==> src/rtl/npc_pkg.sv <==
package npc_pkg;

  // Which candidate address feeds the program counter register.
  typedef enum logic [1:0] {
    NPC_SEQ    = 2'd0,
    NPC_BRANCH = 2'd1,
    NPC_JUMP   = 2'd2
  } npc_sel_e;

  // Byte shift that turns a word count into a byte address offset.
  localparam int unsigned WORD_SHIFT = 2;

endpackage

==> src/rtl/npc_incr.sv <==
module npc_incr #(
  parameter int unsigned AW = 32
) (
  input  logic [AW-1:0] addr_i,
  output logic [AW-1:0] addr_next_o
);
  localparam logic [AW-1:0] STEP = AW'(1) << npc_pkg::WORD_SHIFT;

  // Sum is truncated to AW bits, so it wraps modulo 2^AW.
  always_comb begin
    addr_next_o = addr_i + STEP;
  end

endmodule

==> src/rtl/npc_branch_tgt.sv <==
module npc_branch_tgt #(
  parameter int unsigned AW    = 32,
  parameter int unsigned OFS_W = 16
) (
  input  logic [AW-1:0]    base_i,
  input  logic [OFS_W-1:0] ofs_i,
  output logic [AW-1:0]    tgt_o
);
  localparam int unsigned SH    = npc_pkg::WORD_SHIFT;
  localparam int unsigned EXT_W = AW - OFS_W - SH;

  logic [AW-1:0] ofs_bytes;

  always_comb begin
    ofs_bytes = {{EXT_W{ofs_i[OFS_W-1]}}, ofs_i, {SH{1'b0}}};
    tgt_o     = base_i + ofs_bytes;
  end

endmodule

==> src/rtl/npc_jump_tgt.sv <==
module npc_jump_tgt #(
  parameter int unsigned AW    = 32,
  parameter int unsigned IDX_W = 26
) (
  input  logic [AW-1:0]    seq_i,
  input  logic [IDX_W-1:0] idx_i,
  output logic [AW-1:0]    tgt_o
);
  localparam int unsigned SH   = npc_pkg::WORD_SHIFT;
  localparam int unsigned HI_W = AW - IDX_W - SH;

  generate
    if (HI_W > 0) begin : g_region
      logic unused_seq_lo;
      assign unused_seq_lo = ^seq_i[AW-HI_W-1:0];
      assign tgt_o = {seq_i[AW-1 -: HI_W], idx_i, {SH{1'b0}}};
    end else begin : g_flat
      logic unused_seq;
      assign unused_seq = ^seq_i;
      assign tgt_o = {idx_i, {SH{1'b0}}};
    end
  endgenerate

endmodule

==> src/rtl/npc_unit.sv <==
module npc_unit #(
  parameter int unsigned AW    = 32,
  parameter int unsigned IW    = 32,
  parameter int unsigned OFS_W = 16,
  parameter int unsigned IDX_W = 26
) (
  input  logic          clk,
  input  logic          rst_n,
  input  logic [IW-1:0] instr,
  input  logic          is_branch,
  input  logic          is_jump,
  input  logic          alu_zero,
  output logic [AW-1:0] pc,
  output logic [AW-1:0] pc_plus4
);
  import npc_pkg::*;

  localparam int unsigned HI_W = AW - IDX_W - WORD_SHIFT;

  logic [AW-1:0] pc_q;
  logic [AW-1:0] pc_d;
  logic [AW-1:0] seq_addr;
  logic [AW-1:0] br_addr;
  logic [AW-1:0] jmp_addr;
  npc_sel_e      sel;

  logic unused_opcode;
  assign unused_opcode = ^instr[IW-1:IDX_W];

  npc_incr #(.AW(AW)) i_incr (
    .addr_i      (pc_q),
    .addr_next_o (seq_addr)
  );

  npc_branch_tgt #(.AW(AW), .OFS_W(OFS_W)) i_branch_tgt (
    .base_i (seq_addr),
    .ofs_i  (instr[OFS_W-1:0]),
    .tgt_o  (br_addr)
  );

  npc_jump_tgt #(.AW(AW), .IDX_W(IDX_W)) i_jump_tgt (
    .seq_i (seq_addr),
    .idx_i (instr[IDX_W-1:0]),
    .tgt_o (jmp_addr)
  );

  // Next-state: jump wins, then a taken branch, else fall through.
  always_comb begin
    if (is_jump) begin
      sel = NPC_JUMP;
    end else if (is_branch && alu_zero) begin
      sel = NPC_BRANCH;
    end else begin
      sel = NPC_SEQ;
    end
    unique case (sel)
      NPC_JUMP:   pc_d = jmp_addr;
      NPC_BRANCH: pc_d = br_addr;
      default:    pc_d = seq_addr;
    endcase
  end

  // Register.
  always_ff @(posedge clk or negedge rst_n) begin
    if (!rst_n) begin
      pc_q <= '0;
    end else begin
      pc_q <= pc_d;
    end
  end

  assign pc       = pc_q;
  assign pc_plus4 = seq_addr;

  // held at zero through reset
  assert_reset_clear_R1: assert property (@(posedge clk)
    !rst_n |-> pc == '0);

  // fall-through advances by one word
  assert_fall_through_R3: assert property (@(posedge clk) disable iff (!rst_n)
    (!is_jump && !(is_branch && alu_zero)) |=> pc == $past(pc_plus4));

  // taken branch loads the relative target
  assert_branch_taken_R4: assert property (@(posedge clk) disable iff (!rst_n)
    (is_branch && alu_zero && !is_jump) |=> pc == $past(br_addr));

  // untaken branch falls through
  assert_branch_untaken_R5: assert property (@(posedge clk) disable iff (!rst_n)
    (is_branch && !alu_zero && !is_jump) |=> pc == $past(pc) + AW'(4));

  // jump keeps region bits, is word aligned and wins over branch
  assert_jump_region_R7: assert property (@(posedge clk) disable iff (!rst_n)
    is_jump |=> (pc[WORD_SHIFT-1:0] == '0) &&
                (pc[AW-HI_W-1:WORD_SHIFT] == $past(instr[IDX_W-1:0])) &&
                (pc[AW-1 -: HI_W] == $past(pc_plus4[AW-1 -: HI_W])));

  // successor output tracks the register
  always_comb begin
    if (rst_n) begin
      assert_succ_step_R2: assert (pc_plus4 - pc == AW'(4));
    end
  end

endmodule

==> config.mk <==
export PLATFORM = sky130hd
export DESIGN_NAME = npc_unit
export DESIGN_NICKNAME = d
export VERILOG_FILES = /design/src/rtl/npc_pkg.sv /design/src/rtl/npc_incr.sv /design/src/rtl/npc_branch_tgt.sv /design/src/rtl/npc_jump_tgt.sv /design/src/rtl/npc_unit.sv
export SDC_FILE = /design/constraint.sdc
export NUM_CORES = 1
export LEC_CHECK = 0
export CORE_MARGIN = 5
export CORE_UTILIZATION = 25
export DETAILED_ROUTE_END_ITERATION = 8
export GPL_TIMING_DRIVEN = 0
export SETUP_SLACK_MARGIN = 0.02
export SYNTH_ARGS = -nofsm -noshare
export SYNTH_HDL_FRONTEND = slang
export SYNTH_SLANG_ARGS = --single-unit
==> constraint.sdc <==
create_clock -name clk -period 7.1 [get_ports clk]
set_input_delay 2.13 -clock clk [delete_from_list [all_inputs] [get_ports clk]]
set_output_delay 2.13 -clock clk [all_outputs]
set_load 0.02 [all_outputs]
==> impl_summary.md <==
Outcome
The run finished with clean final reports.

Route
The average vias per placed instance is 5.10. Once detail routing completed, the nets flagged for antenna violations numbered 0. The average wire per standard cell is 17.1 um. The count of vias placed by the detailed router is 3708. The initial detailed-routing violation count is 234. For this run, design rule violations remaining after detail routing come to 0. The number of detailed-route iterations in the first pass is 4. Summed over all layers, the routed wires come to 12500 um.

STA
Derived from the worst setup path, the maximum achievable clock frequency is 0.189 GHz. After layout, the minimum clock period comes to 5.29 ns. The tightest hold path in the finished design has a slack of 0.659 ns. After layout, the worst setup slack is 1.81 ns. Between clock sinks in the finished design, the worst skew comes to 0.00494 ns.

The setup violation total in the final timing report is 0. Adding up every negative setup slack in the final design gives 0 ns. Setup repair after global routing left no endpoint under its margin.

Dividing the final minimum period by the clock period gives 74.5%. The max-slew violation count was 0. The count of endpoints failing hold in the final timing report is 0. The worst pin sits at a relative slew slack of 48.4%. At the pin with the least slew margin, the transition time is 0.771 ns.

Clock network
The TritonCTS clock tree is built. The root buffer cell is sky130_fd_sc_hd__clkbuf_16. For the worst-skew pair, the clock arrives at the later sink with an insertion delay of 0.28 ns.

The number of post-CTS setup repair buffers is 0. Post-CTS repair changed the size of 0 cells. The number of buffers on the longest clock path is 2. The H-tree depth is 2. The total CTS buffers is 5. The TritonCTS sink count is 30. The clock-pin slew reported for the worst setup and hold paths after clock tree synthesis is 0.05 ns.

The number of buffers added to fix hold violations after cts is 0.

Layout
The register with the most flip-flops in the layout has 30 of them. The number of filler cells placed in the layout is 1442. In the final layout, flip-flops and latches occupy 751 um^2. In the final layout, the share of cells above drive strength 1 is 7.13%. At the end of the flow, the number of nets in the layout was 620. For this run, the share of the core covered by cells in the final layout is 34.7%. The combined area of the multi-input logic cells is 2700 um^2. The antenna cell count is 0. Compared with the post-synthesis result, the final layout area differs by 36.0%.

Min path
The min-delay analysis places its worst path in the category flop to flop.

Power
Summing internal, switching and leakage power gives 1.25 mW. The worst vdd rail ir drop is 0.0808 mV. The analysis attributes to cell leakage a power of 2.01 nW. The power density of the placed cells is 259 nW/um^2.

Synth
The top flip-flop cell by instance count after synthesis is sky130_fd_sc_hd__dfrtp_1. For this run, asynchronously set or reset flops after synthesis account for 100%. The area share of the largest cell type after synthesis is 21.1%. By area the synthesized netlist is led by sky130_fd_sc_hd__dfrtp_1 (21%), sky130_fd_sc_hd__ha_1 (13%), sky130_fd_sc_hd__xnor2_1 (7.2%). The area of the mapped netlist is 3550 um^2. The synthesis warning total is 0. After synthesis, the mean cell area works out to 7.96 um^2. Synthesis handed over a netlist of 446 instances.

The cell type with the largest total area after synthesis is sky130_fd_sc_hd__dfrtp_1. After synthesis, flip-flops and latches occupy 21.1% of the total area. The flip-flop and latch count after synthesis is 30. In this run, synthesis inferred 0 flip-flops with an integrated enable.

The number of distinct library cell variants in the gate-level netlist after synthesis is 65.

Setup path
The arrival time of the worst setup path is 3.16 ns. Among all stages on the critical path, the largest delay is contributed by sky130_fd_sc_hd__clkdlybuf4s50_1. The worst endpoint required time is 4.97 ns. The worst setup path is launched from a flop. The delay of the slowest critical-path stage is 0.69 ns. The number of buffer and inverter stages on the critical path is 1. The largest fanout on the critical path is 5. The kind of capture point of the worst setup path is a primary output. On the critical path the largest part of the delay comes from simple AND/OR/NAND/NOR gates. The signal on the critical path passes through ha_1 -> nand2_1 -> nor2_1 -> nand3_1 -> nor2_1 -> nand3_1 -> xnor2_1 -> clkdlybuf4s50_1. The start-to-end type of the worst setup path is flop to primary output.

Placed design
In this run the tool buffered the top-level ports with 90 buffer cells. After legalization and detailed placement, the total HPWL measured 10200 um. At the end of routability-driven placement, the weighted congestion stood at 0.911. The pre-CTS worst setup slack is 1.80 ns.

Floorplan
The core region is 13900 um^2. The die covers 16700 um^2. The die boundary height is 129 um. After floorplanning, the core was divided into 43 placement rows. The width of the die is 129 um.

The starting density of the core is 25.5%. The I/O pin count is 101.

GRT
Entering global routing, the biggest net connects 31 pins. The number of antenna violations at the first check in global routing was 0. The all-layer global routing usage is 14.5%. For this run the aggregate overflow at the end of global routing stands at 0. The number of global-route vias before repair was 3607. The first global-routing pass estimated 19600 um of wire.

Run
Across the run, the number of max-cap violations was 0.
[Yosys cell counts (2+ instances only)]
cell                         n
sky130_fd_sc_hd__mux2_2      7
sky130_fd_sc_hd__inv_1      11
sky130_fd_sc_hd__nor2b_1     5
sky130_fd_sc_hd__nand3_1    22
sky130_fd_sc_hd__a21oi_1    42
sky130_fd_sc_hd__nor2_1     35
sky130_fd_sc_hd__buf_4       4
sky130_fd_sc_hd__or3_1       5
sky130_fd_sc_hd__dfrtp_1    30
sky130_fd_sc_hd__a31oi_1     5
sky130_fd_sc_hd__o21ai_0    24
sky130_fd_sc_hd__a21o_1     14
sky130_fd_sc_hd__or3b_2      3
sky130_fd_sc_hd__and4_1      4
sky130_fd_sc_hd__o21ai_1     2
sky130_fd_sc_hd__nand2b_1    2
sky130_fd_sc_hd__o21a_1      8
sky130_fd_sc_hd__o211ai_1    4
sky130_fd_sc_hd__and3_1      7
sky130_fd_sc_hd__nand2_1    48
sky130_fd_sc_hd__clkbuf_1    6
sky130_fd_sc_hd__ha_1       36
sky130_fd_sc_hd__a211oi_1    5
sky130_fd_sc_hd__nor3_1      7
sky130_fd_sc_hd__nand4_1     7
sky130_fd_sc_hd__a41o_1      2
sky130_fd_sc_hd__buf_2       3
sky130_fd_sc_hd__o21bai_1    4
sky130_fd_sc_hd__o221a_2     2
sky130_fd_sc_hd__mux2i_1     2
sky130_fd_sc_hd__xor2_1     22
sky130_fd_sc_hd__a2bb2oi_1   2
sky130_fd_sc_hd__o22ai_1     3
sky130_fd_sc_hd__and2_1      4
sky130_fd_sc_hd__xnor2_1    29
[cells by family (layout without fill, tap and decap cells)]
kind of cell	after synthesis	after routing	synth area share, %
buf+inv	26	124	3.28
fa+ha+maj	37	37	13.2
flops	30	30	21.1
compound gates	133	133	24.8
other cells	1	4	0.106
xor+xnor	51	51	12.6
simple gates	158	158	21.7
mux	10	10	3.10
[worst paths after layout]
path,start,endpoint,slack (ns),depth (start not counted)
setup / recovery,pc[2],pc_plus4[28],1.81,8
hold / removal,pc[31],pc[31],0.66,2
setup reg to reg,pc[2],pc[31],3.00,16
hold reg to reg,pc[31],pc[31],0.66,2
max in group asynchronous,rst_n,pc[30],4.72,1
min in group asynchronous,rst_n,pc[14],1.90,1
[cell usage in the layout, fill, tap and decap left out, types with 3 or more instances in the layout]
| master | instances |
|---|---|
| sky130_fd_sc_hd__clkdlybuf4s50_1 | 89 |
| sky130_fd_sc_hd__nand2_1 | 48 |
| sky130_fd_sc_hd__a21oi_1 | 42 |
| sky130_fd_sc_hd__ha_1 | 36 |
| sky130_fd_sc_hd__nor2_1 | 35 |
| sky130_fd_sc_hd__dfrtp_1 | 30 |
| sky130_fd_sc_hd__xnor2_1 | 29 |
| sky130_fd_sc_hd__o21ai_0 | 24 |
| sky130_fd_sc_hd__nand3_1 | 22 |
| sky130_fd_sc_hd__xor2_1 | 22 |
| sky130_fd_sc_hd__a21o_1 | 14 |
| sky130_fd_sc_hd__inv_1 | 11 |
| sky130_fd_sc_hd__o21a_1 | 8 |
| sky130_fd_sc_hd__and3_1 | 7 |
| sky130_fd_sc_hd__nand4_1 | 7 |
| sky130_fd_sc_hd__clkbuf_1 | 7 |
| sky130_fd_sc_hd__nor3_1 | 7 |
| sky130_fd_sc_hd__mux2_2 | 7 |
| sky130_fd_sc_hd__a211oi_1 | 5 |
| sky130_fd_sc_hd__or3_1 | 5 |
| sky130_fd_sc_hd__nor2b_1 | 5 |
| sky130_fd_sc_hd__a31oi_1 | 5 |
| sky130_fd_sc_hd__clkbuf_16 | 5 |
| sky130_fd_sc_hd__and4_1 | 4 |
| sky130_fd_sc_hd__and2_1 | 4 |
| sky130_fd_sc_hd__buf_2 | 4 |
| sky130_fd_sc_hd__o21bai_1 | 4 |
| sky130_fd_sc_hd__o211ai_1 | 4 |
| sky130_fd_sc_hd__buf_4 | 4 |
| sky130_fd_sc_hd__conb_1 | 4 |
| sky130_fd_sc_hd__o22ai_1 | 3 |
| sky130_fd_sc_hd__or3b_2 | 3 |
[worst register-to-register path, delay by kind of cell (launching register included)]
kind / cells / cell delay, ns
and+or+nand+nor: 9 / 1.97
AOI/OAI and AO/OA: 3 / 0.47
adders and majority gates: 2 / 0.63
xor gates and xnor gates: 2 / 0.48
DFF: 1 / 0.41
[per-stage QoR]
stage	instances	instance area (um^2)
after global placement	719	4690
final	727	4830
after detailed placement	719	4680
after global routing	727	4830
after floorplan	449	3560
after CTS	727	4830
[layout make-up]
class	count	area share, %
buffer	14	1.48
clock buffer	7	2.95
clock inverter	1	0.104
inverter	12	0.932
multi-input combinational	393	55.8
sequential	30	15.5
tap	180	4.66
timing repair buffer	90	18.5
[layer usage]
| layer | wire length (um) | share of wire, % | GRT usage, % |
|---|---|---|---|
| met5 | 0 | 0 | 0 |
| met1 | 5730 | 46 | 19.3 |
| met2 | 5960 | 48 | 24.5 |
| met3 | 497 | 4.0 | 1.57 |
| met4 | 271 | 2.2 | 5.25 |
[power by group]
part / internal, mW / leakage, nW / switching, mW
clock network: 0.139 / 0.0739 / 0.0762
registers: 0.205 / 0.342 / 0.0427
logic: 0.351 / 1.60 / 0.435
total: 0.695 / 2.01 / 0.554
Power figures use the tool's default switching activity.
